File: src/rtl/fpx_pkg.sv
package fpx_pkg;
    localparam int NUM_EXC = 6;
    localparam int STAT_W  = 16;
    localparam int CODE_W  = 4;
    localparam int VEC_W   = 9;
    localparam logic [VEC_W-1:0] VEC_ADDR = 9'o244;

    // strobe index order equals ascending code order (lowest wins)
    localparam int EX_OPC   = 0;
    localparam int EX_DIV0  = 1;
    localparam int EX_CONV  = 2;
    localparam int EX_OVF   = 3;
    localparam int EX_UNF   = 4;
    localparam int EX_UNDEF = 5;
    localparam int NUM_ARMABLE = NUM_EXC - 2;

    function automatic logic [CODE_W-1:0] code_of(input int idx);
        return CODE_W'(2 * (idx + 1));
    endfunction
endpackage

File: src/rtl/fpx_prio.sv
module fpx_prio
    import fpx_pkg::*;
#(
    parameter int N  = NUM_EXC,
    parameter int CW = CODE_W
) (
    input  logic [N-1:0]  req,
    input  logic [N-1:0]  arm,
    output logic [N-1:0]  grant,
    output logic          fire,
    output logic [CW-1:0] code
);
    logic [N-1:0] qual;
    logic [N:0]   seen;

    assign qual    = req & arm;
    assign seen[0] = 1'b0;

    for (genvar g = 0; g < N; g++) begin : g_chain
        assign grant[g]  = qual[g] & ~seen[g];
        assign seen[g+1] = seen[g] | qual[g];
    end

    assign fire = seen[N];

    always_comb begin
        code = '0;
        for (int i = 0; i < N; i++) begin
            if (grant[i]) code = code | CW'(2 * (i + 1));
        end
    end

    always_comb begin
        AST_ONE_WINNER: assert ($onehot0(grant));
    end
endmodule

File: src/rtl/fpx_irq.sv
module fpx_irq (
    input  logic clk,
    input  logic rst_n,
    input  logic set,
    input  logic mask,
    input  logic ack,
    output logic req
);
    logic req_d, req_q;

    always_comb begin
        req_d = req_q;
        if (ack)          req_d = 1'b0;
        if (set && !mask) req_d = 1'b1;
    end

    always_ff @(posedge clk or negedge rst_n) begin
        if (!rst_n) req_q <= 1'b0;
        else        req_q <= req_d;
    end

    assign req = req_q;

    AST_IRQ_HOLD:   assert property (@(posedge clk) disable iff (!rst_n)
                        (req_q && !ack) |=> req_q);
    AST_IRQ_RISE:   assert property (@(posedge clk) disable iff (!rst_n)
                        (set && !mask) |=> req_q);
    AST_IRQ_MASKED: assert property (@(posedge clk) disable iff (!rst_n)
                        (!req_q && mask) |=> !req_q);
endmodule

File: src/rtl/fpx_status_ctrl.sv
module fpx_status_ctrl
    import fpx_pkg::*;
#(
    parameter int AW = 16
) (
    input  logic                clk,
    input  logic                rst_n,
    input  logic [NUM_EXC-1:0]  exc_vld,
    input  logic [AW-1:0]       exc_pc,
    input  logic                ld_en,
    input  logic [STAT_W-1:0]   ld_word,
    input  logic                irq_ack,
    output logic [STAT_W-1:0]   stat_word,
    output logic [CODE_W-1:0]   exc_code,
    output logic [AW-1:0]       exc_addr,
    output logic                irq_req,
    output logic [VEC_W-1:0]    irq_vec
);
    typedef struct packed {
        logic [3:0]             cc;
        logic [2:0]             mode;
        logic [NUM_ARMABLE-1:0] en;
        logic                   gdis;
        logic [CODE_W-1:0]      code;
        logic [AW-1:0]          addr;
    } state_t;

    state_t s_d, s_q;
    logic   err_d, err_q;

    logic [NUM_EXC-1:0] arm, grant;
    logic               fire;
    logic [CODE_W-1:0]  win_code;

    // divide-by-zero and opcode faults are always armed
    assign arm = {s_q.en, 2'b11};

    fpx_prio #(.N(NUM_EXC), .CW(CODE_W)) u_prio (
        .req   (exc_vld),
        .arm   (arm),
        .grant (grant),
        .fire  (fire),
        .code  (win_code)
    );

    fpx_irq u_irq (
        .clk   (clk),
        .rst_n (rst_n),
        .set   (fire),
        .mask  (s_q.gdis),
        .ack   (irq_ack),
        .req   (irq_req)
    );

    always_comb begin
        s_d   = s_q;
        err_d = err_q;
        if (ld_en) begin
            s_d.cc   = ld_word[3:0];
            s_d.mode = ld_word[6:4];
            s_d.en   = ld_word[10:7];
            s_d.gdis = ld_word[11];
            err_d    = ld_word[15];
        end
        if (fire) begin
            err_d    = 1'b1;
            s_d.code = win_code;
            s_d.addr = exc_pc;
        end
    end

    always_ff @(posedge clk or negedge rst_n) begin
        if (!rst_n) s_q <= '0;
        else        s_q <= s_d;
    end

    // error flag is deliberately outside the system reset
    always_ff @(posedge clk) begin
        err_q <= err_d;
    end

    assign stat_word = {err_q, 3'b000, s_q.gdis, s_q.en, s_q.mode, s_q.cc};
    assign exc_code  = s_q.code;
    assign exc_addr  = s_q.addr;
    assign irq_vec   = VEC_ADDR;

    AST_ERR_STICKY:   assert property (@(posedge clk) disable iff (!rst_n)
                          (err_q && !ld_en) |=> err_q);
    AST_ERR_ON_FIRE:  assert property (@(posedge clk) disable iff (!rst_n)
                          fire |=> stat_word[15]);
    AST_CAPTURE_HOLD: assert property (@(posedge clk) disable iff (!rst_n)
                          !fire |=> ($stable(exc_code) && $stable(exc_addr)));
    AST_CODE_LEGAL:   assert property (@(posedge clk) disable iff (!rst_n)
                          fire |=> (exc_code != 4'd0 && !exc_code[0] && exc_code <= 4'd12));
endmodule

File: config.mk
export PLATFORM = sky130hd
export DESIGN_NAME = fpx_status_ctrl
export DESIGN_NICKNAME = d
export VERILOG_FILES = /design/src/rtl/fpx_pkg.sv /design/src/rtl/fpx_prio.sv /design/src/rtl/fpx_irq.sv /design/src/rtl/fpx_status_ctrl.sv
export SDC_FILE = /design/constraint.sdc
export NUM_CORES = 1
export LEC_CHECK = 0
export ABC_AREA = 0
export BUFFER_PORTS_ARGS = -buffer_cell sky130_fd_sc_hd__buf_2
export CAP_MARGIN = 20
export CORE_MARGIN = 3
export CORE_UTILIZATION = 30
export DETAILED_ROUTE_END_ITERATION = 16
export HOLD_SLACK_MARGIN = 0.08
export PLACE_DENSITY = 0.58
export RECOVER_POWER = 25
export REMOVE_ABC_BUFFERS = 1
export SKIP_CTS_REPAIR_TIMING = 1
export SYNTH_ARGS = -nofsm -noshare
export SYNTH_HDL_FRONTEND = slang
export SYNTH_SLANG_ARGS = --single-unit
File: constraint.sdc
create_clock -name clk -period 1.9 [get_ports clk]
set_input_delay 0.38 -clock clk [delete_from_list [all_inputs] [get_ports clk]]
set_output_delay 0.38 -clock clk [all_outputs]
set_load 0.02 [all_outputs]
; ---- Yosys cells after proc, flatten, opt, wreduce, memory -nomap -nowiden
; Cells that the tools add are included.
; Widths: inputs -> output; s select.
[word_totals]
reg_bits = 34
out_inout_bits = 46
wordCells = 35
[op_classes]
muxes = 8
n_bitwise = 16
reduce_logical = 3
[ops]
columns = cell, count
row1 = $mux 4, 3
row2 = $and 6x6->6, 1
row3 = $mux 3, 2
row4 = $and 1x1->1, 5
row5 = $not 1->1, 5
row6 = $or 1x1->1, 5
row7 = $mux 1, 2
row8 = $mux 2, 1
row9 = $reduce_bool 2->1, 1
row10 = $logic_and 1x1->1, 1
row11 = $logic_not 1->1, 1

; ---- Longest topological paths before layout
; Gate-level depths: netlist (run 1).
[logic_depth]
depth_word = 8
mapped_depth = 4
depth_no_buf = 3

; ---- Modules after synthesis
; From an unflattened synthesis (run 1), not the netlist that was laid out.
[hier_totals]
hier_cells = 111
hier_area_um2 = 1527.7
[modules_own_cells]
columns = module, n_inst, cells_per_inst, area_per_inst_um2
row1 = fpx_status_ctrl, 1, 85, 1368.8
row2 = fpx_prio, 1, 22, 113.9
row3 = fpx_irq, 1, 4, 45.0

; ---- Least setup slack after synthesis (run 1)
; No wires, ideal clock.
[synth_timing]
path_kind = register to register
start = reg s_q (netlist bit stat_word[8])
end = reg s_q (netlist bit exc_addr[10])
setup_ns = 0.125
arrival_time_ns = 1.606
t_required_ns = 1.775
setup_slack_ns = 0.169
stages_incl_launch_ff = 5
path_cell_list = dfrtp_1 > a222oi_1 > nand2_2 > buf_6 > mux2_4
[synth_via]
elab_chain_len = 4
[synth_lines]
columns = item, line_no
row1 = start: declaration, fpx_status_ctrl.sv:28  ; state_t s_d, s_q;
row2 = start signal: assignment, fpx_status_ctrl.sv:73  ; if (!rst_n) s_q <= '0;
row3 = start signal: assignment, fpx_status_ctrl.sv:74  ; else s_q <= s_d;
row4 = $and 6x6->6, fpx_prio.sv:16  ; assign qual = req & arm;
row5 = $or 1x1->1 (3 in series), fpx_prio.sv:21  ; assign seen[g+1] = seen[g] | qual[g];
; Every way passes these cells.
; A chain may end at the register's enable or synchronous reset.

; ---- Final worst setup path (run 1)
[layout_timing]
start = reg s_q (netlist bit stat_word[8])
end = reg s_q (netlist bit exc_addr[15])
; The elaborated chain is that of the path after synthesis.

==> results by stage, run 1 <==
Logic synthesis:
- The distinct cell type count of the synthesized netlist is 25.
- After synthesis, the mean cell area works out to 14.2 sq um.
- The sequential fraction of the synthesis area is 0.573.
- The post-synth design cell area is 1430 sq um.
- The synthesized instance count is 101.
- During synthesis, Yosys emitted a total of 0 warnings.
- In this run, synthesis produced a sequential element count of 33.

Worst setup path:
- The delay of the slowest critical-path stage is 420 ps.
- The critical path's most frequent cell is buf_4.
- The worst setup path is captured at a register.
- The worst register-to-register path has a setup slack of 270 ps.
- The family of cells with the greatest summed delay on the critical path is flip-flops.
- Counting both buffers and inverters, the worst setup path holds a total of 2.
- The launch instance of the worst register-to-register path is stat_word[8].
- The data arrival time of the worst path is 1790 ps.
- The capture point of the worst reg-to-reg path is exc_addr[15].
- The largest individual stage delay along the critical path comes from the cell dfrtp_1.
- In this run the worst path has a maximum fanout of 12.
- The critical path in this run is classified as reg2reg.
- Traced cell by cell, the critical path runs through a222oi_1 -> buf_4 -> nand2_2 -> buf_4 -> mux2_4.
- Data on the critical path is required at its endpoint by 2060 ps.
- The category of the worst setup path launch point is a register.
- The length in cells of the worst reg-to-reg path is 5.

Route:
- The via density per instance is 4.41.
- The total wirelength of the detailed-routed design is 3.19 mm.
- The average wire per cell in the routed design is 13.9 um.
- The number of design rule violations left after detail routing is 0.
- The count of antenna-violating nets left after detailed routing is 0.
- The detailed router finished its first iteration with 28 violations.
- The number of iterations in the first detailed-routing pass is 4.
- The detailed router placed 1011 vias in this run.

Power:
- The leakage power summed over all cells is 0.981 nW.
- Overall power consumption after layout is estimated at 1.63 mW.
- The maximum vdd ir drop is 378 uV.
- In this run the power density over the cells is 869 nW/um^2.

Global routing:
- The initial antenna violation count came to 0.
- The first global-routing pass estimated 4.77 mm of wire.
- Entering global routing, the biggest net connects 33 pins.
- The combined global-route utilization of all metal layers is 0.116.
- The sum of overflow across all layers after global routing is 0.
- The via count of the first global-routing pass is 1000.

Floorplanning:
- The die covers 5640 sq um.
- The total I/O pin count is 88.
- The initial utilization of the core area, before any placement, comes to 0.320.
- The number of placement rows is 24.
- The core region is 4470 sq um.
- The die is 75.1 um tall.
- The die extent in x is 75.1 um.

Clock tree:
- Clock latency on the worst-skew pair, taken at its later pin, is 270 ps.
- CTS built an H-tree with a depth of 2.
- The TritonCTS buffer count is 5.
- The root buffer cell chosen for the clock tree is clkbuf_8.
- TritonCTS built the clock tree.
- No sink is reached through more buffers than the 2 on the longest clock path.
- The count of clock tree sinks is 33.
- Clock-pin slew was measured on the worst setup and hold paths at 60 ps.

STA:
- The final period demand of the worst path is 1630 ps.
- The final hold violation count is 0.
- Setup violations remaining at the end of the flow were counted as 0.
- Of the available clock period, the critical path in the final layout requires 0.859.
- Between clock sinks in the finished design, the worst skew comes to 2.20 ps.
- The fmax is 0.613 GHz.
- Setup repair after global routing left no endpoint under its margin.
- The worst relative slew slack is 0.458.
- The sum of negative setup slack is 0 ps.
- The final max-slew violation count is 0.
- Setup slack on the critical path of the routed design comes to 268 ps.
- For the pin with the worst max-slew slack, the measured transition is 813 ps.

Finish:
- Of the cells placed in the final design, the portion with a size suffix greater than 1 is 0.616.
- The layout overhead on the synthesized area is 30.6%.
- The count of nets after finishing is 218.
- The commonest non-fill, non-tap cell in the layout is buf_2.
- The fraction of the core area covered by cells at the end of the flow is 0.418.
- The number of inserted diodes is 0.
- Leaving out filler cells and counting taps, the final layout contains 229.
- The count of filler cells inserted in the layout is 448.
- In the layout the commonest cells are 69 x buf_2, 32 x dfrtp_1, 18 x mux2_2, 13 x conb_1, 9 x mux2_4.

Place:
- The minimum setup slack after placement is 185 ps.
- Routability-driven placement finished with a final weighted congestion of 0.689.
- Counting tap cells, the placed design contains a total of 221 instances.
- During placement, the flow inserted port buffers numbering 71.
- The half-perimeter wire length after placement is 2.48 mm.

Run:
- The count of maximum capacitance violations is 0.

Status:
- The flow ran to the end, and the final reports show no timing, DRC or antenna violations.

Worst hold path:
- The path class of the tightest hold or removal check is in2async.
cell type report:
class	instances	area, sq um	share of cell area
repair buffers	74	377	0.201
clock inverters	2	10.0	0.00535
flip-flops and latches	33	821	0.439
clock buffers	6	72.6	0.0388
well taps	52	65.1	0.0348
multi-input cells	59	513	0.274
inverters	3	11.3	0.00602
state kept, by name, summed over array words and instances (netlist names):
signal	count
err_q	1
exc_addr	16
exc_code	3
stat_word	12
u_irq.req	1
routing by layer:
layer | vias to the layer above | wire, um | track usage
li1 | 470 | - | -
met1 | 496 | 1220 | 0.131
met2 | 41 | 1750 | 0.202
met3 | 4 | 170 | 0.0320
met4 | 0 | 47 | 0.0534
met5 | - | 0 | 0
cells in the mapped netlist:
cell type | number | share of area
a21o_1 | 1 | 0.0052
a222oi_1 | 1 | 0.0070
dfrtp_1 | 32 | 0.56
mux2_2 | 18 | 0.14
nand2_1 | 3 | 0.0079
a211o_1 | 1 | 0.0061
a21boi_0 | 1 | 0.0052
a22o_1 | 1 | 0.0061
mux2_4 | 9 | 0.094
clkbuf_1 | 1 | 0.0026
a21oi_1 | 1 | 0.0035
nand2_2 | 1 | 0.0044
a211oi_1 | 1 | 0.0052
buf_4 | 15 | 0.079
dfxtp_1 | 1 | 0.014
a22oi_1 | 1 | 0.0052
nand3_1 | 1 | 0.0035
nor2_1 | 2 | 0.0052
buf_6 | 1 | 0.0079
a22o_2 | 1 | 0.0070
o21ai_0 | 1 | 0.0035
conb_1 | 2 | 0.0052
a221oi_1 | 1 | 0.0061
mux2i_1 | 1 | 0.0070
inv_1 | 3 | 0.0079
how the worst max path moves through the flow:
stage               slack [ps]           end  depth (start not counted)         start
finish                     270  exc_addr[15]                          5  stat_word[8]
global route               180  exc_addr[11]                          5  stat_word[8]
CTS                        260  exc_addr[15]                          5  stat_word[8]
detailed placement         180  exc_addr[15]                          6    exc_vld[3]
global placement           180   exc_addr[7]                          6    exc_vld[3]
floorplan                  140  exc_addr[10]                          3  stat_word[8]
power by group:
part,total [mW],switching [mW],internal [mW]
clock network,0.491,0.238,0.253
registers,0.800,0.0378,0.762
logic,0.334,0.191,0.143
worst reg2reg max path, delay by kind of cell (launching register included):
kind                   cells  cell delay (ps)
AOI/OAI and AO/OA          1              330
DFF                        1              420
muxes                      1              310
buffers and inverters      2              400
and+or+nand+nor            1               60
through the flow:
stage	area, sq um	hold slack, ps
final	1870	188
after global routing	1870	242
after CTS	1870	180
after detailed placement	1790	483
after global placement	1790	457
after floorplan	1350	84.4
cell families (layout without fill, tap and decap cells):
logic type / count (synthesis) / after routing / synth area share
DFF: 33 / 33 / 0.573
muxes: 28 / 28 / 0.243
buffers and inverters: 20 / 85 / 0.0970
AOI/OAI and AO/OA: 11 / 11 / 0.0603
and+or+nand+nor: 7 / 7 / 0.0210
other: 2 / 13 / 0.00525
Power figures use the tool's default switching activity.
==> inputs of run 2 (changes only) <==
Clock period 1.9 ns to 1.7 ns, I/O delays scaled along.
==> results by stage, run 2 (synthesized netlist as in run 1, its figures left out) <==
Clock tree:
- The TritonCTS clock tree is done.
- The H-tree was split into 2 levels.
- After clock tree synthesis, the clock-pin slew on the worst setup and hold paths is 70 ps.
- The tree is rooted in a clkbuf_8.
- At the later pin of the worst-skew pair, clock insertion delay measures 270 ps.
- The clock passes through at most 2 buffers.
- In this run, CTS created clock tree buffers numbering 5.
- The clock net in this run drives a total of 33 sinks.

Finish:
- The summed area of non-filler cells in the final layout is 1910 sq um.
- Summing all multi-input logic gate instances after layout gives 513 sq um.
- Leaving out fill and tap cells, the most frequent cell in the layout is buf_2.
- Once layout is complete, the utilization of the core stands at 0.427.
- In the layout the commonest cells are 70 x buf_2, 32 x dfrtp_1, 18 x mux2_2, 13 x conb_1, 9 x mux2_4.
- The number of flip-flops in the largest register is 16.
- The number of non-filler instances in the completed layout is 232.
- Across the whole layout, storage elements account for 821 sq um.
- The number of inserted diodes is 0.
- After filler insertion, the fill cell instance count of the layout stands at 435.
- The area growth from synthesis to layout is 33.6%.
- Of the cells placed in the final design, the portion with a size suffix greater than 1 is 0.633.
- The final layout contains 221 nets.

Worst setup path:
- The worst register-to-register path ends at exc_addr[15].
- On the critical path the largest part of the delay comes from flip-flops.
- For the worst setup path, the data arrival time is 1800 ps.
- The critical path contains buffers and inverters numbering 2 combined.
- By startpoint and endpoint, the worst setup path is classified as reg2reg.
- The critical-path cell with the highest stage delay is dfrtp_1.
- The category of the worst setup path launch point is a register.
- Counting cells, the worst reg-to-reg path comes to 5.
- STA puts the critical path data required time at 1860 ps.
- The launch instance of the worst register-to-register path is stat_word[10].
- For this run, the slowest stage of the critical path takes 420 ps.
- The top fanout value on the critical path is 12.
- In this run the register-to-register setup slack is 60 ps.
- Traced cell by cell, the critical path runs through a222oi_1 -> buf_4 -> nand2_2 -> buf_4 -> mux2_4.
- The most numerous cell type found on the critical path is buf_4.
- STA classifies the critical path endpoint as a register.

STA:
- The smallest hold slack is 145 ps.
- The pin slew with the least headroom to its limit is 802 ps.
- The final max-slew violation count was 0.
- The sum of negative setup slack is 0 ps.
- In the finished design, the share of the clock period the worst path needs comes to 0.964.
- On the final layout, the worst clock skew is 2.06 ps.
- The final hold violation count came to 0.
- The final period demand of the worst path is 1640 ps.
- The fmax is 0.610 GHz.
- The post-layout worst setup margin is 61.2 ps.
- The worst relative slew slack is 0.465.
- The setup violation total in the final timing report is 0.

Floorplanning:
- The floorplan has 24 rows.
- For this configuration, the core starts out at a cell density of 0.320.
- The die extent in x is 75.1 um.
- The floorplan step defined a core boundary enclosing 4470 sq um.
- The die boundary height is 75.1 um.
- The floorplan step defined a die boundary enclosing 5640 sq um.
- 88 I/O pins were placed.

Global routing:
- The combined global-route utilization of all metal layers is 0.115.
- The initial antenna violation count came to 0.
- The first global-routing pass estimated 4.75 mm of wire.
- The via count of the first global-routing pass is 1074.
- Global routing finished with a remaining overflow of 0.
- Entering global routing, the biggest net connects 33 pins.

Power:
- The power share of the clock group is 0.333.
- The leakage power summed over all cells is 1.01 nW.
- Of the total power, the share spent switching nets is 0.278.
- Of the total power, registers draw 0.465.
- The power dissipated by switching net loads is 0.534 mW.
- The share of total power dissipated in combinational logic is 0.203.
- IR analysis of the VDD net gives a maximum drop of 372 uV.
- For this design the ratio of total power to cell area is 1000 nW/um^2.
- The internal portion of the total power is 1.39 mW.
- The design draws 1.92 mW.

Route:
- In the routed design, unresolved DRC markers number 0.
- The first TritonRoute pass finished after 4 iterations.
- In this run the remaining antenna-violating nets after routing total 0.
- After the first detailed-routing iteration, the DRC count stood at 17.
- The via density per instance is 4.51.
- The total number of vias is 1047.
- After detailed routing, the average wire length per cell comes to 14.4 um.
- The routed design has 3.33 mm of wire.

Place:
- Once placement finished, the instance area stood at 1800 sq um.
- The number of buffers added on ports is 71.
- Including well taps, the total number of placed cells is 223.
- The routability-driven placement congestion ratio is 0.696.
- The half-perimeter wire length after placement is 2.55 mm.
- The minimum setup slack after placement is 18.1 ps.

Status:
- The run finished with clean final reports.

Run:
- Max-cap violations in this run came to 0.

Worst hold path:
- The worst min-delay path class is in2async.
## run 2: changes by cell type in the layout (fill, tap and decap cells not counted), sizes merged
cell	previous run	this run
clkinv	2	1
buf	72	76
## run 2: per-layer routing
metal | part of all wire | up-vias | track usage
li1 | - | 479 | -
met1 | 0.37 | 517 | 0.114
met2 | 0.56 | 44 | 0.213
met3 | 0.051 | 7 | 0.0320
met4 | 0.023 | 0 | 0.0652
met5 | 0 | - | 0
## run 2: cell type report
type / count / area share
timing repair buffer: 77 / 0.209
inverter: 3 / 0.00589
sequential: 33 / 0.429
multi-input combinational: 59 / 0.268
clock buffer: 7 / 0.0504
clock inverter: 1 / 0.00262
tap: 52 / 0.0340
## run 2: worst max-delay path by stage
stage | depth (start not counted) | endpoint | from | slack [ps]
5_1_grt | 5 | exc_addr[11] | stat_word[10] | -10
2_1_floorplan | 3 | exc_addr[10] | stat_word[8] | -60
3_3_place_gp | 5 | exc_addr[7] | exc_vld[3] | 30
3_5_place_dp | 5 | exc_addr[15] | exc_vld[3] | 20
4_1_cts | 4 | exc_addr[11] | stat_word[10] | 90
6_report | 5 | exc_addr[15] | stat_word[10] | 60
## run 2: power groups by stage
stage          registers [mW]  clock network [mW]  logic (mW)
6_report                0.892               0.639       0.389
3_3_place_gp            0.900                   0       0.376
4_1_cts                 0.891               0.668       0.388
3_5_place_dp            0.905                   0       0.388
2_1_floorplan           0.990                   0       0.129
5_1_grt                 0.900               0.686       0.418
==> inputs of run 3 (changes only) <==
Settings changed: CORE_ASPECT_RATIO set to 1.75, TNS_END_PERCENT set to 5.
==> results by stage, run 3 (synthesized netlist as in run 1, its figures left out) <==
Floorplanning:
- The die boundary height is 97.4 um.
- After floorplanning, the core was sized to cover 4520 sq um.
- The die is 58.2 um wide.
- The number of placement rows is 32.
- During I/O placement, the number of pins put on the boundary was 88.
- The die area is 5670 sq um.
- The effective utilization at floorplan is 0.316.

Worst setup path:
- The worst setup path is captured at a register.
- Data on the critical path is required at its endpoint by 1860 ps.
- The endpoint identified for the worst register-to-register timing path is exc_addr[9].
- The data arrival time of the worst path is 1730 ps.
- The critical-path cell with the highest stage delay is dfrtp_1.
- The launch instance of the worst register-to-register path is stat_word[8].
- The delay of the slowest critical-path stage is 420 ps.
- The length in cells of the worst reg-to-reg path is 5.
- The worst setup path is launched from a register.
- Traced cell by cell, the critical path runs through a222oi_1 -> buf_4 -> nand2_2 -> buf_12 -> mux2_4.
- Across all register-to-register paths, the minimum setup slack is 130 ps.
- The critical path is of the reg2reg type.
- Of all nets on the critical path, the largest fanout is 10.

Finish:
- The fraction of the core area covered by cells at the end of the flow is 0.420.
- The finished cells cover 1900 sq um.
- In the final design database the tool counted 219 nets.
- The number of non-filler instances in the completed layout is 229.
- In the layout the commonest cells are 70 x buf_2, 32 x dfrtp_1, 18 x mux2_2, 13 x conb_1, 9 x mux2_4.
- The count of filler cells inserted in the layout is 449.
- Leaving out fill and tap cells, the most frequent cell in the layout is buf_2.
- The number of inserted diodes is 0.
- In the final layout, the share of cells above drive strength 1 is 0.612.
- Compared with the post-synthesis result, the final layout area differs by 32.7%.
- The register with the most flip-flops in the layout has 16 of them.

Clock tree:
- In this run the number of H-tree levels came out at 2.
- The count of clock tree sinks is 33.
- Clock latency on the worst-skew pair, taken at its later pin, is 270 ps.
- In this run the clock root is driven by a clkbuf_8.
- Clock-pin slew was measured on the worst setup and hold paths at 60 ps.
- TritonCTS built the clock tree.
- Counting the buffers created by CTS gives 5.
- The largest buffer count on any clock path is 2.

Global routing:
- Entering global routing, the biggest net connects 33 pins.
- Across every metal layer, demand over resource in global routing totals 0.123.
- The via count of the first global-routing pass was 1090.
- The initial antenna violation count was 0.
- The met1 track utilization from global routing is 0.127.
- The first global-routing pass estimated 5.26 mm of wire.
- met2 is the most crowded layer.
- The met3 layer usage reported by global route is 0.0346.
- The global-route met2 utilization is 0.213.
- For this run the aggregate overflow at the end of global routing stands at 0.

Power:
- Of the total power, combinational logic draws 0.211.
- The internal power of the cells totals 1.31 mW.
- Power comes to 1.81 mW.
- The maximum vdd ir drop is 596 uV.
- Of the total power, registers draw 0.493.
- Power spread over the standard cell area amounts to 955 nW/um^2.
- In this run the power spent charging and discharging nets is 0.503 mW.
- The share of total power dissipated in the clock network is 0.296.
- The switching portion of total power is 0.277.
- The leakage power summed over all cells is 0.995 nW.

STA:
- Counting I/O delays and the setup requirement, the final critical path takes 1570 ps.
- Setup violations remaining at the end of the flow were counted as 0.
- The final hold violation count is 0.
- The setup skew after layout is 2.72 ps.
- The final max-slew violation count was 0.
- Setup repair after global routing left no endpoint under its margin.
- The post-layout worst setup margin is 130 ps.
- The worst relative slew slack is 0.480.
- The fmax is 0.637 GHz.
- Of the available clock period, the critical path in the final layout requires 0.924.
- At the pin with the least slew margin, the transition time is 780 ps.

Place:
- The cell area reported after detailed placement is 1820 sq um.
- The minimum setup slack after placement is 63.4 ps.
- Summed over all nets, the half-perimeter wirelength after detailed placement is 2.55 mm.
- Counting tap cells, the placed design contains a total of 221 instances.
- Buffers placed on the I/O ports in this run total 71.
- At the end of routability-driven placement, the weighted congestion stood at 0.838.

Route:
- The pre-antenna-repair detailed-routing pass consisted of 4 iterations.
- The first routing iteration left 14 violations.
- After detailed routing, the average wire length per cell comes to 13.6 um.
- The via density per instance is 4.46.
- The total wirelength of the detailed-routed design is 3.12 mm.
- The count of nets left with antenna violations once routing finished came out at 0.
- For this run, design rule violations remaining after detail routing come to 0.
- The routed layout has 1021 vias.

Status:
- The run finished with clean final reports.

Run:
- The count of maximum capacitance violations is 0.

Worst hold path:
- The worst min-delay path class is in2async.
-- run 3: power groups by stage --
stage	sequential, mW	combinational (mW)	clock (mW)
after floorplan	0.990	0.129	0
after global placement	0.902	0.379	0
after detailed placement	0.910	0.388	0
after CTS	0.895	0.390	0.565
after global routing	0.904	0.416	0.604
final	0.895	0.382	0.537
-- run 3: critical path, delay by kind of cell (launching register included) --
kind                   cells  cell delay [ps]
AO/OA/AOI/OAI              1              320
buffers and inverters      2              340
flip-flops                 1              420
multiplexers               1              290
AND/OR/NAND/NOR            1               90
-- run 3: worst max path at each step --
| stage | startpoint | end | slack (ps) | depth (start not counted) |
|---|---|---|---|---|
| floorplan | stat_word[8] | exc_addr[10] | -60 | 3 |
| global placement | exc_vld[3] | exc_addr[12] | 10 | 6 |
| detailed placement | exc_vld[3] | exc_addr[9] | 60 | 6 |
| CTS | stat_word[8] | exc_addr[9] | 110 | 5 |
| global route | stat_word[8] | exc_addr[9] | 9 | 5 |
| finish | stat_word[8] | exc_addr[9] | 130 | 5 |
-- run 3: routing by layer --
layer / part of all wire / routed length [um]
met5: 0 / 0
met4: 0.033 / 102
met3: 0.085 / 266
met2: 0.55 / 1710
met1: 0.33 / 1050
-- run 3: area by class of cell --
type	instances	area, sq um	share of cell area
sequential	33	821	0.432
clock buffer	8	80.1	0.0422
multi-input combinational	59	513	0.270
timing repair buffer	75	410	0.216
tap	51	63.8	0.0336
inverter	3	11.3	0.00593
-- run 3: metrics by stage --
stage / TNS, ps / hold WS [ps]
after global routing: 0 / 190
after detailed placement: 0 / 431
after CTS: 0 / 132
final: 0 / 132
after global placement: 0 / 414
after floorplan: -785 / 44.4
